`src/rtl/pwm_slice_pkg.sv`:
```
package pwm_slice_pkg;

    typedef enum logic {
        DIR_UP   = 1'b0,
        DIR_DOWN = 1'b1
    } dir_e;

    localparam int NCH  = 2;
    localparam int CH_A = 0;
    localparam int CH_B = 1;

endpackage

```
`src/rtl/pwm_dir_fsm.sv`:
```
module pwm_dir_fsm
    import pwm_slice_pkg::*;
#(
    parameter int W = 16
) (
    input  logic         clk,
    input  logic         rst_n,
    input  logic         step,
    input  logic         phase_correct,
    input  logic [W-1:0] top_w,
    input  logic         ctr_wr,
    input  logic [W-1:0] ctr_wdata,
    output logic [W-1:0] ctr,
    output logic         period_end,
    output logic         wrap_q
);

    dir_e         state, state_nx;
    logic [W-1:0] ctr_nx;
    logic         at_top, at_floor, end_cond, advance;

    assign at_top   = (ctr >= top_w);
    assign at_floor = (ctr == '0);
    assign advance  = step && !ctr_wr;

    // direction and next count
    always_comb begin
        state_nx = state;
        ctr_nx   = ctr;
        end_cond = 1'b0;
        unique case (state)
            DIR_UP: begin
                if (at_top && phase_correct) begin
                    state_nx = DIR_DOWN;
                    ctr_nx   = ctr;
                end else if (at_top) begin
                    state_nx = DIR_UP;
                    ctr_nx   = '0;
                    end_cond = 1'b1;
                end else begin
                    ctr_nx   = ctr + 1'b1;
                end
            end
            DIR_DOWN: begin
                if (at_floor || !phase_correct) begin
                    state_nx = DIR_UP;
                    ctr_nx   = '0;
                    end_cond = 1'b1;
                end else begin
                    ctr_nx   = ctr - 1'b1;
                end
            end
        endcase
    end

    assign period_end = advance && end_cond;

    // state register
    always_ff @(posedge clk or negedge rst_n) begin
        if (!rst_n) begin
            state <= DIR_UP;
        end else if (advance) begin
            state <= state_nx;
        end
    end

    // counter and event outputs
    always_ff @(posedge clk or negedge rst_n) begin
        if (!rst_n) begin
            ctr    <= '0;
            wrap_q <= 1'b0;
        end else begin
            wrap_q <= period_end;
            if (ctr_wr) begin
                ctr <= ctr_wdata;
            end else if (step) begin
                ctr <= ctr_nx;
            end
        end
    end


    hold_when_idle_chk: assert property (@(posedge clk) disable iff (!rst_n)
        (!step && !ctr_wr) |=> ($stable(ctr) && $stable(state)));


    write_wins_chk: assert property (@(posedge clk) disable iff (!rst_n)
        ctr_wr |=> (ctr == $past(ctr_wdata)) && !wrap_q);


    wrap_at_zero_chk: assert property (@(posedge clk) disable iff (!rst_n)
        wrap_q |-> (ctr == '0) && (state == DIR_UP));


    climb_by_one_chk: assert property (@(posedge clk) disable iff (!rst_n)
        (advance && state == DIR_UP && ctr < top_w) |=> (ctr == $past(ctr) + 1'b1));


    apex_hold_chk: assert property (@(posedge clk) disable iff (!rst_n)
        (advance && state == DIR_UP && phase_correct && ctr >= top_w)
        |=> (ctr == $past(ctr)) && (state == DIR_DOWN) && !wrap_q);

endmodule

```
`src/rtl/pwm_shadow.sv`:
```
module pwm_shadow #(
    parameter int           W   = 16,
    parameter logic [W-1:0] RST = '0
) (
    input  logic         clk,
    input  logic         rst_n,
    input  logic         load,
    input  logic [W-1:0] d,
    output logic [W-1:0] q
);

    always_ff @(posedge clk or negedge rst_n) begin
        if (!rst_n) begin
            q <= RST;
        end else if (load) begin
            q <= d;
        end
    end


    shadow_hold_chk: assert property (@(posedge clk) disable iff (!rst_n)
        !load |=> $stable(q));


    shadow_take_chk: assert property (@(posedge clk) disable iff (!rst_n)
        load |=> (q == $past(d)));

endmodule

```
`src/rtl/pwm_cmp_ch.sv`:
```
module pwm_cmp_ch #(
    parameter int W = 16
) (
    input  logic [W-1:0] ctr,
    input  logic [W-1:0] cc,
    input  logic         inv,
    input  logic         mute,
    output logic         wave
);

    always_comb begin
        if (mute) begin
            wave = 1'b0;
        end else begin
            wave = (ctr < cc) ^ inv;
        end
    end

endmodule

```
`src/rtl/pwm_slice_core.sv`:
```
module pwm_slice_core
    import pwm_slice_pkg::*;
#(
    parameter int CNT_W = 16
) (
    input  logic             clk,
    input  logic             rst_n,
    input  logic             slice_en,
    input  logic             cnt_en,
    input  logic             phase_correct,
    input  logic             inv_a,
    input  logic             inv_b,
    input  logic             b_is_input,
    input  logic [CNT_W-1:0] sw_top,
    input  logic [CNT_W-1:0] sw_cc_a,
    input  logic [CNT_W-1:0] sw_cc_b,
    input  logic             ctr_wr,
    input  logic [CNT_W-1:0] ctr_wdata,
    output logic             out_a,
    output logic             out_b,
    output logic             wrap_evt,
    output logic [CNT_W-1:0] count
);

    localparam logic [CNT_W-1:0] TOP_RST = {CNT_W{1'b1}};

    logic                         step;
    logic                         reload;
    logic [CNT_W-1:0]             top_w;
    logic [NCH-1:0][CNT_W-1:0]    cc_sw;
    logic [NCH-1:0][CNT_W-1:0]    cc_w;
    logic [NCH-1:0]               inv_v;
    logic [NCH-1:0]               mute_v;
    logic [NCH-1:0]               wave;

    assign step   = slice_en && cnt_en;
    assign cc_sw  = {sw_cc_b, sw_cc_a};
    assign inv_v  = {inv_b, inv_a};
    assign mute_v = {b_is_input, 1'b0};

    pwm_dir_fsm #(.W(CNT_W)) u_fsm (
        .clk           (clk),
        .rst_n         (rst_n),
        .step          (step),
        .phase_correct (phase_correct),
        .top_w         (top_w),
        .ctr_wr        (ctr_wr),
        .ctr_wdata     (ctr_wdata),
        .ctr           (count),
        .period_end    (reload),
        .wrap_q        (wrap_evt)
    );

    pwm_shadow #(.W(CNT_W), .RST(TOP_RST)) u_top_shadow (
        .clk   (clk),
        .rst_n (rst_n),
        .load  (reload),
        .d     (sw_top),
        .q     (top_w)
    );

    for (genvar c = 0; c < NCH; c++) begin : g_chan
        pwm_shadow #(.W(CNT_W), .RST('0)) u_cc_shadow (
            .clk   (clk),
            .rst_n (rst_n),
            .load  (reload),
            .d     (cc_sw[c]),
            .q     (cc_w[c])
        );

        pwm_cmp_ch #(.W(CNT_W)) u_cmp (
            .ctr  (count),
            .cc   (cc_w[c]),
            .inv  (inv_v[c]),
            .mute (mute_v[c]),
            .wave (wave[c])
        );
    end

    assign out_a = wave[CH_A];
    assign out_b = wave[CH_B];


    zero_duty_a_chk: assert property (@(posedge clk) disable iff (!rst_n)
        (cc_w[CH_A] == '0) |-> (out_a == inv_a));


    full_duty_a_chk: assert property (@(posedge clk) disable iff (!rst_n)
        ({1'b0, cc_w[CH_A]} == {1'b0, top_w} + 1'b1 && count <= top_w) |-> (out_a != inv_a));


    b_silent_chk: assert property (@(posedge clk) disable iff (!rst_n)
        b_is_input |-> !out_b);


    single_pulse_chk: assert property (@(posedge clk) disable iff (!rst_n)
        (wrap_evt && !step) |=> !wrap_evt);

endmodule

```
`config.mk`:
```
export PLATFORM = sky130hd
export DESIGN_NAME = pwm_slice_core
export DESIGN_NICKNAME = d
export VERILOG_FILES = /design/src/rtl/pwm_slice_pkg.sv /design/src/rtl/pwm_dir_fsm.sv /design/src/rtl/pwm_shadow.sv /design/src/rtl/pwm_cmp_ch.sv /design/src/rtl/pwm_slice_core.sv
export SDC_FILE = /design/constraint.sdc
export NUM_CORES = 1
export LEC_CHECK = 0
export BUFFER_PORTS_ARGS = -buffer_cell sky130_fd_sc_hd__buf_2
export CORE_MARGIN = 5
export CORE_UTILIZATION = 35
export DETAILED_ROUTE_END_ITERATION = 10
export RECOVER_POWER = 50
export SYNTH_ARGS = -nofsm -noshare
export SYNTH_HDL_FRONTEND = slang
export SYNTH_HIERARCHICAL = 1
export SYNTH_SLANG_ARGS = --single-unit
```
`constraint.sdc`:
```
create_clock -name clk -period 2.6 [get_ports clk]
set_input_delay 0.26 -clock clk [delete_from_list [all_inputs] [get_ports clk]]
set_output_delay 0.26 -clock clk [all_outputs]
set_load 0.005 [all_outputs]
```
# Word-level counts from Yosys, hierarchy flattened
# Index checks and enable logic that the tools add are counted.
[word_totals]
register_bits = 66
in_bits = 73
output_inout_bits = 19
elab_cells = 39
[op_classes]
addsub = 2
order_cmp = 3
eq_ne = 1
mux = 14
n_bitwise = 3
reduce_logical = 10
[op_table]
columns = ["cell", "n"]
rows = [
  ["16-bit two-way mux", 5],
  ["16-bit less-than comparator", 2],
  ["16-bit one-hot mux with 2 select lines", 1],
  ["16-bit by 1-bit adder with 16-bit output (second input constant)", 1],
  ["16-bit greater-or-equal comparator", 1],
  ["16-bit logical NOT", 1],
  ["16-bit by 1-bit subtractor with 16-bit output (second input constant)", 1],
  ["1-bit two-way mux", 6],
  ["1-bit logical AND", 4],
  ["1-bit one-hot mux with 2 select lines", 2],
  ["3-bit != test (second input constant)", 1],
  ["1-bit logical NOT", 2],
  ["2-bit AND reduction", 1],
  ["2-bit nonzero test", 1],
  ["1-bit bitwise XOR", 2],
  ["1-bit logical OR", 1],
  ["1-bit NOT", 1],
]

# Logic depth before layout (Yosys ltp)
[depth]
depth_word = 6
mapped_depth = 11
depth_no_buf = 8

# Modules after synthesis
# Netlist, hierarchy kept.
[modules_own_cells]
columns = ["mod", "instances", "cells_each", "area_each_um2", "seq_area_each_um2"]
rows = [
  ["pwm_dir_fsm", 1, 242, 2014.4, 450.4],
  ["pwm_shadow (g_chan[0].u_cc_shadow ...)", 2, 34, 649.4, 400.4],
  ["pwm_cmp_ch", 2, 53, 416.6, 0.0],
  ["pwm_shadow (u_top_shadow)", 1, 34, 669.4, 420.4],
  ["pwm_slice_core", 1, 2, 10.0, 0.0],
]

# Least setup slack after synthesis
# OpenSTA, ideal clock, no wires.
[synth_timing]
path_type = "flip-flop to flip-flop"
from = "register u_top_shadow.q[15]"
to = "register g_chan[0].u_cc_shadow.q[10]"
setup_time_ps = 125
arrival_time_ps = 2668
t_required_ps = 2475
path_slack_ps = -193
path_stages_with_launch = 12
n_path_buf = 3
synth_period_minus_slack_ps = 2793
path_cell_list = "dfstp_2 -> inv_1 -> ha_1 -> nand4_2 -> nor4_4 -> a22oi_1 -> nand2_1 -> buf_2 -> and4_1 -> buf_6 -> buf_12 -> mux2_4"
[synth_between]
elab_chain_cells = 5
word_cells_on_any_way = 6
classes_between = "order compare (1); mux (3); reduce/logical (2)"
[synth_rtl]
columns = ["element", "line_no", "source"]
rows = [
  ["start, declared", "pwm_shadow.sv:9", "output logic [W-1:0] q"],
  ["start signal, assigned", "pwm_shadow.sv:14", "q <= RST;"],
  ["start signal, assigned", "pwm_shadow.sv:16", "q <= d;"],
  ["16-bit greater-or-equal comparator (*)", "pwm_dir_fsm.sv:22", "assign at_top = (ctr >= top_w);"],
  ["1-bit two-way mux or 1-bit logical AND (tied branches)", "pwm_dir_fsm.sv:36, pwm_dir_fsm.sv:33", ""],
  ["1-bit two-way mux (*)", "pwm_dir_fsm.sv:33", "if (at_top && phase_correct) begin"],
  ["1-bit one-hot mux with 2 select lines (*)", "pwm_dir_fsm.sv:31", "unique case (state)"],
  ["1-bit logical AND (*)", "pwm_dir_fsm.sv:56", "assign period_end = advance && end_cond;"],
  ["via reload", "pwm_slice_core.sv:28", "logic reload;"],
  ["end signal, assigned", "pwm_shadow.sv:14", ""],
  ["end signal, assigned", "pwm_shadow.sv:16", ""],
  ["end, declared", "pwm_shadow.sv:9", ""],
]
# The timed path passes the listed nets; every way through them passes the cells marked *.
# A chain may end at the register's enable or synchronous reset.

# Final worst setup path
[layout_timing]
from = "register u_fsm.ctr[6]"
to = "register g_chan[0].u_cc_shadow.q[9]"
[layout_between]
elab_chain_cells = 5
word_cells_on_any_way = 9
classes_between = "order compare (1); mux (4); reduce/logical (4)"
[layout_rtl]
columns = ["element", "line_no", "source"]
rows = [
  ["start, declared", "pwm_dir_fsm.sv:13", "output logic [W-1:0] ctr,"],
  ["start signal, assigned", "pwm_dir_fsm.sv:75", "ctr <= ctr_wdata;"],
  ["start signal, assigned", "pwm_dir_fsm.sv:77", "ctr <= ctr_nx;"],
  ["16-bit greater-or-equal comparator or 16-bit logical NOT (tied branches)", "pwm_dir_fsm.sv:22, pwm_dir_fsm.sv:23", ""],
  ["1-bit two-way mux (tied with other cells)", "pwm_dir_fsm.sv:36", "end else if (at_top) begin"],
  ["1-bit two-way mux, on equally long branches", "pwm_dir_fsm.sv:33, pwm_dir_fsm.sv:45", ""],
  ["1-bit one-hot mux with 2 select lines (*)", "pwm_dir_fsm.sv:31", ""],
  ["1-bit logical AND (*)", "pwm_dir_fsm.sv:56", ""],
  ["via reload", "pwm_slice_core.sv:28", ""],
]
# Marks and branches as above.

==> metrics.md <==
| Metric | Value |
|---|---|
| Synthesized cell area | `between 4000 and 5000 sq um` |
| CTS buffer count | `9` |
| Seq. cell area | `1680 sq um` |
| Die area | `16240 sq um` |
| CP Data Arrival Time | `between 2 and 3 ns` |
| Fin. max-slew vios | `27` |
| Failing checks | `max-capacitance violations, max-slew violations, negative setup slack` |
| # IOs | `92` |
| Number of fill cells in the layout | `approximately 1200` |
| Max-cap violations | `1` |
| Worst Hold Class | `input pin to flop` |
| Core area | `13720 sq um` |
| Chip Height | `between 100 and 150 um` |
| Critical path class | `flop to flop` |
| EDFF count, synth | `0` |
| Dpl ws | `-0.03911 ns` |
| Ys Warns | `6` |
| CTS Sinks | `between 60 and 70` |
| Initial antenna violation count | `0` |
| Gate Count Post-Synth | `between 400 and 500` |
| Fmax | `379.3 MHz` |
| Grt total ovfl | `0` |
| Synth Area per Inst | `roughly 11 sq um` |
| Reg2reg setup slack | `-0.04 ns` |
| Routed len/inst | `around 18 um` |
| Layout cells sized above 1 | `between 50% and 60%` |
| Synthesis-to-finish area growth | `41.46%` |
| First-pass GRT wire length | `between 20000 and 25000 um` |
| Worst Reg2Reg Path Length in Cells | `11` |
| Total number of vias | `around 4000` |
| GR Util met3 | `between 3 and 4%` |
| Worst setup margin | `-0.03625 ns` |
| Post-synthesis sequential area ratio | `34.64%` |
| Status | `complete, but fails checks` |
| Detailed Place HPWL | `just over 10000 um` |
| Final core occ | `between 40% and 50%` |
| M1 GR Usage | `between 20% and 30%` |
| Share of the clock period used by the worst path | `101.4%` |
| Peak VDD IR | `0.0003906 V` |
| Worst-path clk slew | `approximately 0.06 ns` |
| Initial Util | `between 30% and 40%` |
| Vias in the first global route | `4026` |
| Reg2Reg Launch Point | `u_fsm/ctr[6]` |
| Setup TNS | `-0.2944 ns` |
| Htree depth | `3` |
| Final hold violation count | `0` |
| Initial drt markers | `between 200 and 300` |
| Leak pwr | `3.064 nW` |
| Root Buffer | `clkbuf_16` |
| Final setup vio count | `14` |
| Min cycle time layout | `roughly 2.6 ns` |
| DR vias/cell | `roughly 5.1` |
| Critical path peak fanout | `6` |
| Hold Crit Start | `sw_cc_b[11]` |
| Final-stage net count | `718` |
| Crit. End Element | `flop` |
| Area of the multi-input gates | `about 3200 sq um` |
| Worst Setup EP | `g_chan[0].u_cc_shadow/q[9]` |
| WP data required | `approximately 2.8 ns` |
| Synth Register Bits | `66` |
| Post-route ant nets | `0` |
| Setup Skew | `0.01002 ns` |
| FF-to-FF End | `g_chan[0].u_cc_shadow/q[9]` |
| # DRC | `0` |
| Ys flop type | `dfrtp_1` |
| Routed wire length | `14320 um` |
| CP startpoint kind | `flop` |
| WHS | `0.1553 ns` |
| Worst-Skew Late Latency | `between 0.3 and 0.4 ns` |
| Crit path launch | `u_fsm/ctr[6]` |
| Num rows | `43` |
| Port bufs | `slightly above 90` |
| Unrepaired setup endpoints after global routing | `true` |
| CTS tree | `done` |
| GRT Util Overall | `between 10% and 20%` |
| Largest net degree at the start of global routing | `41` |
| Relative slew margins | `-4.404%` |
| Netlist cell types | `just under 60` |
| Most Crowded Layer GR | `met2` |
| Die Wd | `around 130 um` |
| Largest buffer count on any clock path | `2` |
| GPL Wtd Cong | `0.8496` |
| Pre-Repair DR Iteration Count | `4` |
| FFs w/ async S/R, synth | `100.0%` |
| Pwr per Cell Area | `approximately 970 nW/um^2` |
| Diode count | `0` |
| Met2 Resource Use GR | `26.48%` |
| Worst slew pin tran | `1.566 ns` |
## cell type report
cell class,instances,share of cell area [%]
multi-input cells,314,47.12
clock inverters,4,1.430
flip-flops and latches,66,24.62
repair buffers,155,17.03
clock buffers,12,3.757
well taps,180,3.299
inverters,50,2.749
## timing repair
action,4_1_cts,5_1_grt
pin swaps,5,32
resized for setup,13,71
setup endpoints to repair,18,66
hold endpoints to repair,17,0
cloned,0,6
setup buffers,3,24
hold buffers,1,0
## state kept, by name (all words and copies together) (netlist names)
name	cells
u_top_shadow/q	16
u_fsm/state	1
u_fsm/ctr	16
u_fsm/wrap_q	1
g_chan.u_cc_shadow/q	32
## how the worst min path moves through the flow
stage | cells past startpoint | end
floorplan | 0 | g_chan[0].u_cc_shadow/q[0]
global placement | 1 | u_fsm/ctr[9]
detailed placement | 1 | u_fsm/ctr[9]
CTS | 2 | g_chan[1].u_cc_shadow/q[12]
global route | 2 | u_top_shadow/q[12]
finish | 2 | g_chan[1].u_cc_shadow/q[11]
## critical path: stages, from the launching register on
cell	delay [ns]
dfrtp_1	0.42
buf_6	0.14
ha_4	0.24
a41oi_2	0.21
o21ai_2	0.10
a221oi_2	0.37
buf_4	0.19
nand2_4	0.04
and4_4	0.19
buf_12	0.15
clkbuf_16	0.16
mux2_4	0.30
## cell usage after synthesis (3+ instances only)
| cell | count | area, sq um |
|---|---|---|
| a221o_1 | 14 | 140.1 |
| o21ai_0 | 8 | 40.04 |
| a21o_1 | 3 | 22.52 |
| inv_1 | 50 | 187.7 |
| o211ai_1 | 3 | 22.52 |
| a31oi_1 | 5 | 31.28 |
| mux2_2 | 18 | 202.7 |
| a211o_1 | 3 | 26.28 |
| nand2_1 | 18 | 67.56 |
| nand3_1 | 9 | 45.04 |
| nand4_1 | 5 | 31.28 |
| dfrtp_1 | 50 | 1251 |
| buf_2 | 6 | 30.03 |
| a211oi_1 | 4 | 30.03 |
| and2_1 | 18 | 112.6 |
| nor3_1 | 4 | 20.02 |
| clkbuf_1 | 7 | 26.28 |
| a221oi_2 | 3 | 45.04 |
| xnor2_1 | 15 | 131.4 |
| ha_1 | 49 | 613.1 |
| xor2_1 | 10 | 87.58 |
| buf_12 | 3 | 60.06 |
| o22ai_1 | 12 | 75.07 |
| mux2_4 | 32 | 480.5 |
| and4_1 | 5 | 43.79 |
| dfstp_2 | 16 | 420.4 |
| nor2_1 | 23 | 86.33 |
| buf_6 | 5 | 56.30 |
| a21oi_1 | 13 | 65.06 |
## power breakdown
part | internal (W) | total [W] | leakage (nW) | switching (W)
combinational | 0.00179 | 0.00338 | 2.13 | 0.00159
sequential | 0.00154 | 0.00183 | 0.768 | 0.000291
clock | 0.000989 | 0.00143 | 0.169 | 0.000437
total | 0.00431 | 0.00663 | 3.06 | 0.00232
## layout by cell type, fill, tap and decap left out, types with 3 or more instances in the layout
cell / netlist / routed
ha_4: 0 / 24
a211oi_1: 4 / 4
nor3_1: 4 / 4
nand4_1: 5 / 5
nand2_1: 18 / 17
inv_1: 50 / 45
o22ai_1: 12 / 12
a21o_1: 3 / 3
and4_4: 2 / 5
buf_12: 3 / 8
buf_6: 5 / 15
nand2_4: 0 / 3
ha_1: 49 / 25
and2_1: 18 / 17
inv_2: 0 / 5
dfrtp_2: 0 / 7
buf_2: 6 / 89
dfrtp_1: 50 / 43
o21ai_0: 8 / 4
nand3_1: 9 / 8
a21oi_1: 13 / 11
mux2_4: 32 / 33
a221oi_2: 3 / 3
o211ai_1: 3 / 3
nor2_1: 23 / 22
a221o_1: 14 / 14
a211o_1: 3 / 3
mux2_2: 18 / 17
buf_4: 1 / 36
xnor2_1: 15 / 15
bufinv_16: 0 / 3
clkbuf_16: 0 / 13
clkbuf_1: 7 / 3
dfstp_2: 16 / 16
xor2_1: 10 / 10
a21oi_2: 1 / 3
## stage by stage
step,cell area (sq um),std cells,total power (W)
finish,6827,781,0.006632
global route,6827,781,0.007072
CTS,6031,751,0.005918
detailed placement,5594,731,0.004370
global placement,5594,731,0.004271
floorplan,4841,453,0.003629
## metal layers
metal,up-vias,routed length (um)
met5,-,0
met4,0,372
met2,122,6960
li1,1903,-
met1,1915,6085
met3,25,901
## logic make-up after synthesis
kind of cell    share of synthesized area [%]
simple gates                            13.20
compound gates                          12.78
buf+inv                                 7.700
flops                                   34.64
mux                                     14.36
fa+ha+maj                               12.70
xor+xnor                                4.537
other cells                           0.07771
Power figures use the tool's default switching activity.
